**src/rtl/spireg_pkg.sv**
```systemverilog
package spireg_pkg;

    localparam int ADDR_W      = 16;
    localparam int DATA_W      = 32;
    localparam int ADDR_BYTES  = ADDR_W / 8;
    localparam int DATA_BYTES  = DATA_W / 8;
    localparam int FRAME_BYTES = 1 + ADDR_BYTES + DATA_BYTES;
    localparam int IDX_W       = $clog2(FRAME_BYTES + 1) + 1;

    localparam logic [7:0] OP_READ  = 8'h03;
    localparam logic [7:0] OP_WRITE = 8'h02;

    localparam logic [ADDR_W-1:0] DEF_TEST_ADDR = 16'h0064;
    localparam logic [ADDR_W-1:0] DEF_CFG_ADDR  = 16'h0074;
    localparam logic [DATA_W-1:0] DEF_TEST_WORD = 32'h8765_4321;
    localparam int                DEF_READY_BIT = 27;

    typedef enum logic [2:0] {
        PH_CMD,
        PH_ADDR,
        PH_WDATA,
        PH_RDATA,
        PH_IGNORE
    } phase_e;

    typedef enum logic [1:0] {
        SRC_TEST,
        SRC_CFG,
        SRC_PORT
    } rsrc_e;

    typedef struct packed {
        logic [ADDR_W-1:0] addr;
        logic [DATA_W-1:0] data;
    } xfer_t;

    // Reorders a word so that byte 0 leaves first when shifted MSB-first.
    function automatic logic [DATA_W-1:0] to_serial(logic [DATA_W-1:0] w);
        logic [DATA_W-1:0] s;
        for (int k = 0; k < DATA_BYTES; k++) begin
            s[8*(DATA_BYTES-1-k) +: 8] = w[8*k +: 8];
        end
        return s;
    endfunction

endpackage

```
**src/rtl/spireg_sync.sv**
```systemverilog
module spireg_sync #(
    parameter int STAGES = 2
) (
    input  logic clk,
    input  logic rst,
    input  logic sclk_in,
    input  logic cs_n_in,
    input  logic mosi_in,
    output logic sclk_s,
    output logic cs_n_s,
    output logic mosi_s
);
    localparam int         LANES   = 3;
    localparam logic [2:0] RST_VAL = 3'b010;

    logic [LANES-1:0] raw;
    logic [LANES-1:0] synced;

    assign raw = {mosi_in, cs_n_in, sclk_in};

    for (genvar i = 0; i < LANES; i++) begin : g_lane
        logic [STAGES-1:0] pipe;
        always_ff @(posedge clk) begin
            if (rst) pipe <= {STAGES{RST_VAL[i]}};
            else     pipe <= {pipe[STAGES-2:0], raw[i]};
        end
        assign synced[i] = pipe[STAGES-1];
    end

    assign sclk_s = synced[0];
    assign cs_n_s = synced[1];
    assign mosi_s = synced[2];
endmodule

```
**src/rtl/spireg_rx.sv**
```systemverilog
module spireg_rx
    import spireg_pkg::*;
(
    input  logic             clk,
    input  logic             rst,
    input  logic             sclk_s,
    input  logic             cs_n_s,
    input  logic             mosi_s,
    output logic             fall,
    output logic             byte_valid,
    output logic [7:0]       rx_byte,
    output logic [IDX_W-1:0] byte_idx
);
    localparam logic [IDX_W-1:0] IDX_MAX = '1;

    logic             sclk_q;
    logic             rise;
    logic [2:0]       bit_cnt;
    logic [6:0]       shreg;
    logic [IDX_W-1:0] byte_cnt;

    assign rise = sclk_s & ~sclk_q & ~cs_n_s;
    assign fall = ~sclk_s & sclk_q & ~cs_n_s;

    always_ff @(posedge clk) begin
        if (rst) sclk_q <= 1'b0;
        else     sclk_q <= sclk_s;
    end

    always_ff @(posedge clk) begin
        if (rst || cs_n_s) begin
            bit_cnt    <= '0;
            shreg      <= '0;
            byte_cnt   <= '0;
            byte_valid <= 1'b0;
            rx_byte    <= '0;
            byte_idx   <= '0;
        end else begin
            byte_valid <= 1'b0;
            if (rise) begin
                shreg   <= {shreg[5:0], mosi_s};
                bit_cnt <= bit_cnt + 3'd1;
                if (bit_cnt == 3'd7) begin
                    byte_valid <= 1'b1;
                    rx_byte    <= {shreg, mosi_s};
                    byte_idx   <= byte_cnt;
                    if (byte_cnt != IDX_MAX) byte_cnt <= byte_cnt + 1'b1;
                end
            end
        end
    end

    // Bytes need eight rising edges each, so two completions never abut.
    assert_byte_gap_R2: assert property (@(posedge clk) disable iff (rst)
        byte_valid |=> !byte_valid);
endmodule

```
**src/rtl/spireg_tx.sv**
```systemverilog
module spireg_tx
    import spireg_pkg::*;
(
    input  logic              clk,
    input  logic              rst,
    input  logic              cs_n_s,
    input  logic              fall,
    input  logic              load,
    input  logic [DATA_W-1:0] load_word,
    output logic              miso
);
    logic [DATA_W-1:0] sreg;
    logic              active;
    logic              skip;

    always_ff @(posedge clk) begin
        if (rst || cs_n_s) begin
            sreg   <= '0;
            active <= 1'b0;
            skip   <= 1'b0;
        end else if (load) begin
            sreg   <= to_serial(load_word);
            active <= 1'b1;
            skip   <= 1'b1;
        end else if (fall && active) begin
            if (skip) skip <= 1'b0;
            else      sreg <= {sreg[DATA_W-2:0], 1'b0};
        end
    end

    assign miso = active & sreg[DATA_W-1];

    assert_idle_quiet_R11: assert property (@(posedge clk) disable iff (rst)
        cs_n_s |=> !miso);
endmodule

```
**src/rtl/spireg_ctrl.sv**
```systemverilog
module spireg_ctrl
    import spireg_pkg::*;
#(
    parameter logic [ADDR_W-1:0] TEST_ADDR = DEF_TEST_ADDR,
    parameter logic [ADDR_W-1:0] CFG_ADDR  = DEF_CFG_ADDR,
    parameter logic [DATA_W-1:0] TEST_WORD = DEF_TEST_WORD,
    parameter int                READY_BIT = DEF_READY_BIT
) (
    input  logic              clk,
    input  logic              rst,
    input  logic              cs_n_s,
    input  logic              byte_valid,
    input  logic [7:0]        rx_byte,
    input  logic [IDX_W-1:0]  byte_idx,
    input  logic              ready,
    input  logic [DATA_W-1:0] reg_rdata,
    output logic [ADDR_W-1:0] reg_addr,
    output logic              reg_rd,
    output logic              reg_wr,
    output logic [DATA_W-1:0] reg_wdata,
    output logic              tx_load,
    output logic [DATA_W-1:0] tx_word
);
    localparam logic [IDX_W-1:0] LAST_ADDR_IDX  = IDX_W'(ADDR_BYTES);
    localparam logic [IDX_W-1:0] FIRST_DATA_IDX = IDX_W'(ADDR_BYTES + 1);
    localparam logic [IDX_W-1:0] LAST_DATA_IDX  = IDX_W'(FRAME_BYTES - 1);

    phase_e            phase;
    logic              is_read;
    xfer_t             cur;
    rsrc_e             src;
    logic              pend1, pend2;
    logic [ADDR_W-1:0] next_addr;
    logic [IDX_W-1:0]  dpos;
    logic [DATA_W-1:0] cfg_word;

    function automatic logic fixed_addr(logic [ADDR_W-1:0] a);
        return (a == TEST_ADDR) || (a == CFG_ADDR);
    endfunction

    assign next_addr = {cur.addr[ADDR_W-9:0], rx_byte};
    assign dpos      = byte_idx - FIRST_DATA_IDX;

    always_ff @(posedge clk) begin
        if (rst || cs_n_s) begin
            phase   <= PH_CMD;
            is_read <= 1'b0;
            cur     <= '0;
            src     <= SRC_PORT;
            pend1   <= 1'b0;
            pend2   <= 1'b0;
            reg_rd  <= 1'b0;
            reg_wr  <= 1'b0;
        end else begin
            reg_rd <= 1'b0;
            reg_wr <= 1'b0;
            pend1  <= 1'b0;
            pend2  <= pend1;
            if (byte_valid) begin
                unique case (phase)
                    PH_CMD: begin
                        if (rx_byte == OP_READ) begin
                            is_read <= 1'b1;
                            phase   <= PH_ADDR;
                        end else if (rx_byte == OP_WRITE) begin
                            is_read <= 1'b0;
                            phase   <= PH_ADDR;
                        end else begin
                            phase   <= PH_IGNORE;
                        end
                    end
                    PH_ADDR: begin
                        cur.addr <= next_addr;
                        if (byte_idx == LAST_ADDR_IDX) begin
                            if (is_read) begin
                                phase <= PH_RDATA;
                                pend1 <= 1'b1;
                                if (next_addr == TEST_ADDR)     src <= SRC_TEST;
                                else if (next_addr == CFG_ADDR) src <= SRC_CFG;
                                else begin
                                    src    <= SRC_PORT;
                                    reg_rd <= 1'b1;
                                end
                            end else begin
                                phase <= PH_WDATA;
                            end
                        end
                    end
                    PH_WDATA: begin
                        for (int k = 0; k < DATA_BYTES; k++) begin
                            if (dpos == IDX_W'(k)) cur.data[8*k +: 8] <= rx_byte;
                        end
                        if (byte_idx == LAST_DATA_IDX) begin
                            reg_wr <= !fixed_addr(cur.addr);
                            phase  <= PH_IGNORE;
                        end
                    end
                    PH_RDATA, PH_IGNORE: ;
                    default: phase <= PH_IGNORE;
                endcase
            end
        end
    end

    always_comb begin
        cfg_word            = '0;
        cfg_word[READY_BIT] = ready;
        unique case (src)
            SRC_TEST: tx_word = TEST_WORD;
            SRC_CFG:  tx_word = cfg_word;
            default:  tx_word = reg_rdata;
        endcase
    end

    assign tx_load   = pend2;
    assign reg_addr  = cur.addr;
    assign reg_wdata = cur.data;

    assert_wr_single_R6: assert property (@(posedge clk) disable iff (rst)
        reg_wr |=> !reg_wr);
    assert_wr_not_fixed_R7: assert property (@(posedge clk) disable iff (rst)
        reg_wr |-> !fixed_addr(reg_addr));
    assert_rd_not_fixed_R3: assert property (@(posedge clk) disable iff (rst)
        reg_rd |-> !fixed_addr(reg_addr));
    assert_rd_wr_apart_R5: assert property (@(posedge clk) disable iff (rst)
        !(reg_rd && reg_wr));
    assert_abort_R9: assert property (@(posedge clk) disable iff (rst)
        cs_n_s |=> !reg_wr);
endmodule

```
**src/rtl/spireg_slave.sv**
```systemverilog
module spireg_slave
    import spireg_pkg::*;
#(
    parameter int                SYNC_STAGES = 2,
    parameter logic [ADDR_W-1:0] TEST_ADDR   = DEF_TEST_ADDR,
    parameter logic [ADDR_W-1:0] CFG_ADDR    = DEF_CFG_ADDR,
    parameter logic [DATA_W-1:0] TEST_WORD   = DEF_TEST_WORD,
    parameter int                READY_BIT   = DEF_READY_BIT
) (
    input  logic              clk,
    input  logic              rst,
    input  logic              spi_sclk,
    input  logic              spi_cs_n,
    input  logic              spi_mosi,
    output logic              spi_miso,
    input  logic              dev_ready,
    output logic [ADDR_W-1:0] reg_addr,
    output logic              reg_rd,
    input  logic [DATA_W-1:0] reg_rdata,
    output logic              reg_wr,
    output logic [DATA_W-1:0] reg_wdata
);
    logic              sclk_s, cs_n_s, mosi_s;
    logic              fall, byte_valid, tx_load;
    logic [7:0]        rx_byte;
    logic [IDX_W-1:0]  byte_idx;
    logic [DATA_W-1:0] tx_word;

    spireg_sync #(.STAGES(SYNC_STAGES)) u_sync (
        .clk(clk), .rst(rst),
        .sclk_in(spi_sclk), .cs_n_in(spi_cs_n), .mosi_in(spi_mosi),
        .sclk_s(sclk_s), .cs_n_s(cs_n_s), .mosi_s(mosi_s)
    );

    spireg_rx u_rx (
        .clk(clk), .rst(rst),
        .sclk_s(sclk_s), .cs_n_s(cs_n_s), .mosi_s(mosi_s),
        .fall(fall), .byte_valid(byte_valid),
        .rx_byte(rx_byte), .byte_idx(byte_idx)
    );

    spireg_ctrl #(
        .TEST_ADDR(TEST_ADDR), .CFG_ADDR(CFG_ADDR),
        .TEST_WORD(TEST_WORD), .READY_BIT(READY_BIT)
    ) u_ctrl (
        .clk(clk), .rst(rst), .cs_n_s(cs_n_s),
        .byte_valid(byte_valid), .rx_byte(rx_byte), .byte_idx(byte_idx),
        .ready(dev_ready), .reg_rdata(reg_rdata),
        .reg_addr(reg_addr), .reg_rd(reg_rd),
        .reg_wr(reg_wr), .reg_wdata(reg_wdata),
        .tx_load(tx_load), .tx_word(tx_word)
    );

    spireg_tx u_tx (
        .clk(clk), .rst(rst), .cs_n_s(cs_n_s), .fall(fall),
        .load(tx_load), .load_word(tx_word), .miso(spi_miso)
    );

    assert_load_in_frame_R2: assert property (@(posedge clk) disable iff (rst)
        tx_load |-> !cs_n_s);
endmodule

```
**config.mk**
```make
export PLATFORM = sky130hd
export DESIGN_NAME = spireg_slave
export DESIGN_NICKNAME = d
export VERILOG_FILES = /design/src/rtl/spireg_pkg.sv /design/src/rtl/spireg_sync.sv /design/src/rtl/spireg_rx.sv /design/src/rtl/spireg_tx.sv /design/src/rtl/spireg_ctrl.sv /design/src/rtl/spireg_slave.sv
export SDC_FILE = /design/constraint.sdc
export NUM_CORES = 1
export LEC_CHECK = 0
export ABC_AREA = 1
export CELL_PAD_IN_SITES_DETAIL_PLACEMENT = 1
export CELL_PAD_IN_SITES_GLOBAL_PLACEMENT = 1
export CORE_MARGIN = 2
export CORE_UTILIZATION = 38
export CTS_CLUSTER_SIZE = 25
export DETAILED_ROUTE_END_ITERATION = 10
export PLACE_DENSITY_LB_ADDON = 0.08
export SLEW_MARGIN = 10
export SYNTH_ARGS = -nofsm -noshare
export SYNTH_HDL_FRONTEND = slang
export SYNTH_HIERARCHICAL = 1
export SYNTH_SLANG_ARGS = --single-unit
```
**constraint.sdc**
```tcl
create_clock -name clk -period 1.5 [get_ports clk]
set_input_delay 0.225 -clock clk [delete_from_list [all_inputs] [get_ports clk]]
set_output_delay 0.225 -clock clk [all_outputs]
set_load 0.03 [all_outputs]
```
Yosys cells after proc, flatten, opt, wreduce, memory -nomap -nowiden
Cells that the tools add are included.
{"block": "classes", "n_addsub": 3, "multipliers": 0, "div": 0, "magnitude_cmp": 0, "n_eq_ne": 21, "n_shift": 0, "mux": 19, "bitwise": 16, "n_reduce_logical": 25}
{"op": "2-to-1 mux 32 bit", "n": 3}
{"op": "equality test 16 x 7 -> 1 bit (second input constant)", "n": 4}
{"op": "one-hot mux 32 bit (2 select lines)", "n": 1}
{"op": "AND reduction 3 bit", "n": 6}
{"op": "equality test 8 x 2 -> 1 bit (second input constant)", "n": 2}
{"op": "equality test 4 x 2 -> 1 bit (second input constant)", "n": 3}
{"op": "2-to-1 mux 3 bit", "n": 4}
{"op": "one-hot mux 3 bit (4 select lines)", "n": 1}
{"op": "NOT 1 bit", "n": 11}
{"op": "2-to-1 mux 1 bit", "n": 8}
{"op": "AND reduction 4 bit", "n": 2}
{"op": "OR reduction 4 bit", "n": 2}
{"op": "equality test 3 x 2 -> 1 bit (second input constant)", "n": 2}
{"op": "equality test 3 bit (second input constant)", "n": 2}
{"op": "AND reduction 2 bit", "n": 3}
{"op": "OR reduction 6 bit", "n": 1}
{"op": "bitwise AND 1 bit", "n": 5}
{"op": "adder 4 x 1 -> 4 bit (second input constant)", "n": 1}
{"op": "equality test 4 x 1 -> 1 bit (second input constant)", "n": 1}
{"op": "equality test 4 x 3 -> 1 bit (second input constant)", "n": 1}
{"op": "zero test 4 bit", "n": 1}
{"op": "2-to-1 mux 2 bit", "n": 2}
{"op": "!= test 2 x 1 -> 1 bit (second input constant)", "n": 2}
{"op": "!= test 4 bit (second input constant)", "n": 1}
{"op": "12 further kinds", "n": 15}
{"block": "word_totals", "ff_bits": 126, "latch_bits": 0, "mem_bits_rw": 0, "mem_bits_ro": 0, "input_bits": 38, "out_inout_bits": 51, "wordCells": 109, "memories": 0}

Logic depth before layout (Yosys ltp)
Gate-level depths: netlist of run 1.
{"block": "depth", "word_depth": 6, "depth_mapped": 10, "mapped_depth_nobuf": 9}

Modules after synthesis
Netlist of run 1, hierarchy kept.
{"module": "spireg_ctrl", "n_inst": 1, "cells_per_inst": 395, "area_each_um2": 2708.8, "seq_area_each_um2": 1161.1}
{"module": "spireg_tx", "n_inst": 1, "cells_per_inst": 293, "area_each_um2": 1793.0, "seq_area_each_um2": 680.7}
{"module": "spireg_rx", "n_inst": 1, "cells_per_inst": 138, "area_each_um2": 1103.6, "seq_area_each_um2": 560.5}
{"module": "spireg_sync", "n_inst": 1, "cells_per_inst": 19, "area_each_um2": 168.9, "seq_area_each_um2": 120.1}

Least setup slack after synthesis of run 1
OpenSTA, ideal clock, no wires.
{"block": "synth_timing", "kind": "register to register", "from": "register u_ctrl.src[1]", "to": "register u_tx.sreg[22]", "setup_time_ns": 0.113, "arrival_ns": 1.151, "required_time_ns": 1.387, "setup_slack_ns": 0.237, "stages_incl_launch_ff": 10, "n_path_buf": 1, "period_less_slack_ns": 1.263, "path_cell_list": "dfxtp_1 > inv_1 > nand2_1 > inv_1 > clkbuf_1 > nor2_1 > nand2_1 > o21ai_0 > nor2_1 > nor2_1"}
{"block": "synth_between", "elab_chain_len": 3, "word_cells_on_any_way": 4, "classes_between": "eq/ne: 1; mux: 2; reduce/logical: 1"}
{"item": "start, declared", "line": "spireg_ctrl.sv:31", "rtl": "rsrc_e src;"}
{"item": "start signal, assigned", "line": "spireg_ctrl.sv:49", "rtl": "src <= SRC_PORT;"}
{"item": "start signal, assigned", "line": "spireg_ctrl.sv:78", "rtl": "if (next_addr == TEST_ADDR) src <= SRC_TEST;"}
{"item": "start signal, assigned", "line": "spireg_ctrl.sv:79", "rtl": "else if (next_addr == CFG_ADDR) src <= SRC_CFG;"}
{"item": "equality test 2 x 1 -> 1 bit / zero test 2 bit (equally long branches)", "line": "spireg_ctrl.sv:108", "rtl": "unique case (src)"}
{"item": "one-hot mux 32 bit (2 select lines) *", "line": "spireg_ctrl.sv:108"}
{"item": "via tx_word[14]", "line": "spireg_slave.sv:27", "rtl": "logic [DATA_W-1:0] tx_word;"}
{"item": "2-to-1 mux 32 bit *", "line": "spireg_tx.sv:21", "rtl": "end else if (load) begin"}
{"item": "end signal, assigned", "line": "spireg_tx.sv:22", "rtl": "sreg <= to_serial(load_word);"}
{"item": "end signal, assigned", "line": "spireg_tx.sv:27", "rtl": "else sreg <= {sreg[DATA_W-2:0], 1'b0};"}
{"item": "end, declared", "line": "spireg_tx.sv:12", "rtl": "logic [DATA_W-1:0] sreg;"}
The timed path passes the listed nets; every way through them passes the cells marked *.
A chain may end at the register's enable or synchronous reset.

Worst setup path in the final report of run 1
{"block": "layout_timing", "from": "register u_ctrl.cur (netlist bit u_ctrl/reg_addr[1])", "to": "output port reg_addr[1]"}
{"item": "start, declared", "line": "spireg_ctrl.sv:30", "rtl": "xfer_t cur;"}
{"item": "end, declared", "line": "spireg_slave.sv:17", "rtl": "output logic [ADDR_W-1:0] reg_addr,"}
No word-level cell between the ends.

==> results.cfg, run 1 <==
[min_path]
min_to = u_sync/g_lane[2].pipe[0]
hold_depth = 3
holdCritPathClass = input pin to register
hp-start = spi_mosi

[timing]
fin_worst_skew_ns = 0.00845
final_hold_viol_count = 0
fmax_ghz = 0.689
slew_viol_final = 0
relSlewSlack_pct = 73.6
period_needed_ns = 1.45
tns_ns = 0
rsz0062_at_grt = yes
timing.final.crit_share_pct = 96.8
worstMarginPinSlew_ns = 0.396
hold_slack_ns = 0.326
setup_violations = 0

[floorplan]
rows = 45
die_w_um = 127
initial_core_util_pct = 38.4
fp.dieH_um = 127
core_mm2 = 0.0150
num_io_pins = 89
die_area_mm2 = 0.0162

[place]
gp_congestion = 0.773
place_area_mm2 = 0.00705
dpl.hpwl_um = 11400
placement.io_buffers = 88

[synthesis]
syn_area_mm2 = 0.00577
syn_inst = 845
ys_seq_elements = 126
avgSynthCellArea_um2 = 6.83
synth-warning-count = 6
ys_seq_area_share_pct = 43.7
synth_nets = 886
ys_types = 31

[clock_tree]
cts.sinks = 126
cts_hold_buf = 0
cts_inserted_buffers = 17
cts_buffer_depth = 2
cts_root_buffer = clkbuf_16
tritoncts = done
clk_latency_ns = 0.42
htreeDepth = 4
cts.clk_slew.worst_paths_ns = 0.06

[detailed_routing]
vias = 5685
drc = 0
antenna_left = 0
dr.pass1.iters = 4
dr.first_iter.drc_count = 221
avgViaCountPerCell = 4.91
wl_per_cell_um = 13.9
routed_wl_um = 16100

[worst_setup_path]
cp.required_ns = 1.27
cp.depth = 1
critPathArrivalTime_ns = 1.23
critPathTopFamily = flip-flops
crit_buf_inv = 1
r2r-end = u_ctrl/reg_wdata[3]
ff2ff_setup_slack_ns = 0.09
cpMaxStageDelayCell = dfxtp_1
cp_cell_sequence = clkdlybuf4s15_1
crit_path_start_kind = register
cp-startpoint = u_ctrl/reg_addr[1]
crit_type = register to output pin
rr_worst_depth = 8
cp-end-kind = output pin
timing.rr.start = u_ctrl/phase[1]
critical_path.max_fanout = 4
max_stage_delay_ns = 0.42

[power_and_ir_drop]
p_int_w = 0.00632
combPwrFrac_pct = 2.9
powerDensity_mw_per_mm2 = 1030
clkPwrFrac_pct = 54.8
power.total_w = 0.00795
p_sw_share_pct = 20.5
ir_drop_mv = 0.722
p_leak_nw = 3.48
seqPwrFrac_pct = 42.3
switching_power_w = 0.00163

[layout]
nFillCells = 1902
seq_area_mm2 = 0.00252
drive_above_1_share_pct = 12.8
antenna_cells = 0
finish.utilization_pct = 51.3
multi_input_area_mm2 = 0.00258
syn_to_final_growth_pct = 33.7
fin_area_mm2 = 0.00772
num-nets-final = 998

[global_route]
grt_max_degree = 32
grt_pass1_wl_um = 27000
overflow = 0
grt_pass1_vias = 5634
antenna_found_initial = 0
grt_usage_pct = 20.5

[flow_run]
max-cap-violations = 0

[run_status]
status = complete, no violations
Yosys cell counts (all sizes together):
| master | number | area, um^2 |
|---|---|---|
| nand2 | 148 | 588 |
| clkbuf | 11 | 43.8 |
| ha | 3 | 37.5 |
| nor4 | 1 | 6.26 |
| a21oi | 54 | 285 |
| dfxtp | 126 | 2520 |
| nor2 | 178 | 716 |
| nand3b | 1 | 7.51 |
| o21ai | 94 | 474 |
| nand4 | 5 | 37.5 |
| buf | 31 | 208 |
| and2 | 1 | 6.26 |
| inv | 122 | 463 |
| a22o | 1 | 8.76 |
| nand3 | 55 | 295 |
| nor3 | 14 | 75.1 |
timing repair:
action / CTS / global route
setup endpoints to repair: 54 / 64
gates resized for setup: 54 / 20
buffers inserted: 2 / 4
pin swaps: 1 / 2
registers in the layout, indices dropped and copies added (netlist names), 4 cells and up:
name	flops
u_ctrl/reg_wdata	32
u_tx/sreg	32
u_ctrl/reg_addr	16
u_rx/rx_byte	8
u_rx/shreg	7
u_sync/g_lane.pipe	6
u_rx/byte_cnt	4
u_rx/byte_idx	4
cell type report:
cell class | instances | area share [%]
Timing Repair Buffer | 135 | 16.7
Inverter | 122 | 6.00
Tap cell | 188 | 3.05
Clock inverter | 12 | 2.42
Multi-Input combinational cell | 555 | 33.4
Sequential cell | 126 | 32.7
Clock buffer | 19 | 5.74
worst max path at each step:
stage                                to  slack (ns)
finish                      reg_addr[1]        0.05
global route        u_ctrl/reg_wdata[5]      -0.006
CTS                         reg_addr[4]       0.002
detailed placement  u_ctrl/reg_addr[15]       -0.09
global placement     u_ctrl/reg_addr[3]        0.01
floorplan                 u_tx/sreg[22]        0.24
placed cells by master, fill, tap and decap left out, types with 6 or more instances in the layout:
master | netlist | final
nor2_1 | 171 | 168
nand2_1 | 139 | 137
dfxtp_1 | 126 | 125
inv_1 | 114 | 114
o21ai_0 | 86 | 84
nand3_1 | 51 | 51
a21oi_1 | 50 | 50
dlygate4sd2_1 | 0 | 44
clkdlybuf4s50_1 | 0 | 37
buf_4 | 1 | 37
clkbuf_16 | 0 | 17
nor3_1 | 13 | 10
buf_12 | 0 | 10
nand2_2 | 7 | 9
o21ai_1 | 7 | 9
inv_2 | 7 | 7
nor2_4 | 6 | 6
kinds of logic after synthesis:
kind of cell	count (synthesis)	synth area share (%)
AND/OR/NAND/NOR	403	30.0
AO/OA/AOI/OAI	149	13.3
buffers and inverters	164	12.4
flip-flops	126	43.7
adder cells (fa/ha/maj)	3	0.650
power by group through the flow:
stage / Combinational (W) / Sequential (W) / Clock (W)
global placement: 0.000223 / 0.00343 / 0
finish: 0.000230 / 0.00336 / 0.00436
floorplan: 0.0000813 / 0.00343 / 0
CTS: 0.000232 / 0.00336 / 0.00445
detailed placement: 0.000229 / 0.00343 / 0
global route: 0.000253 / 0.00336 / 0.00458
worst min-delay path, delay by kind of cell:
family        cells  cell delay, ns
buf+inv           2            0.45
simple gates      1            0.03
layer usage:
metal | part of all wire, % | vias to the layer above | global-route usage (%)
met5 | 0 | - | 0
met4 | 1.4 | 0 | 7.11
met3 | 2.7 | 19 | 3.64
met2 | 49 | 77 | 35.6
met1 | 46 | 2718 | 25.7
li1 | - | 2871 | -
through the flow:
stage	worst slack, ns	std cells
after floorplan	0.237	845
after global placement	0.00999	1120
after detailed placement	-0.0917	1120
after CTS	0.00203	1153
after global routing	-0.00609	1157
final	0.0476	1157
No activity file was read; power rests on OpenSTA's default activity.
==> inputs of run 2 (changes only) <==
--- a/config.mk
+++ b/config.mk
@@ -12,6 +12,7 @@
 export CORE_UTILIZATION = 38
 export CTS_CLUSTER_SIZE = 25
 export DETAILED_ROUTE_END_ITERATION = 10
+export GPL_ROUTABILITY_DRIVEN = 0
 export PLACE_DENSITY_LB_ADDON = 0.08
 export SLEW_MARGIN = 10
 export SYNTH_ARGS = -nofsm -noshare
==> results of run 2 <==
The final DEF is identical to that of run 1; final timing and power are the same.
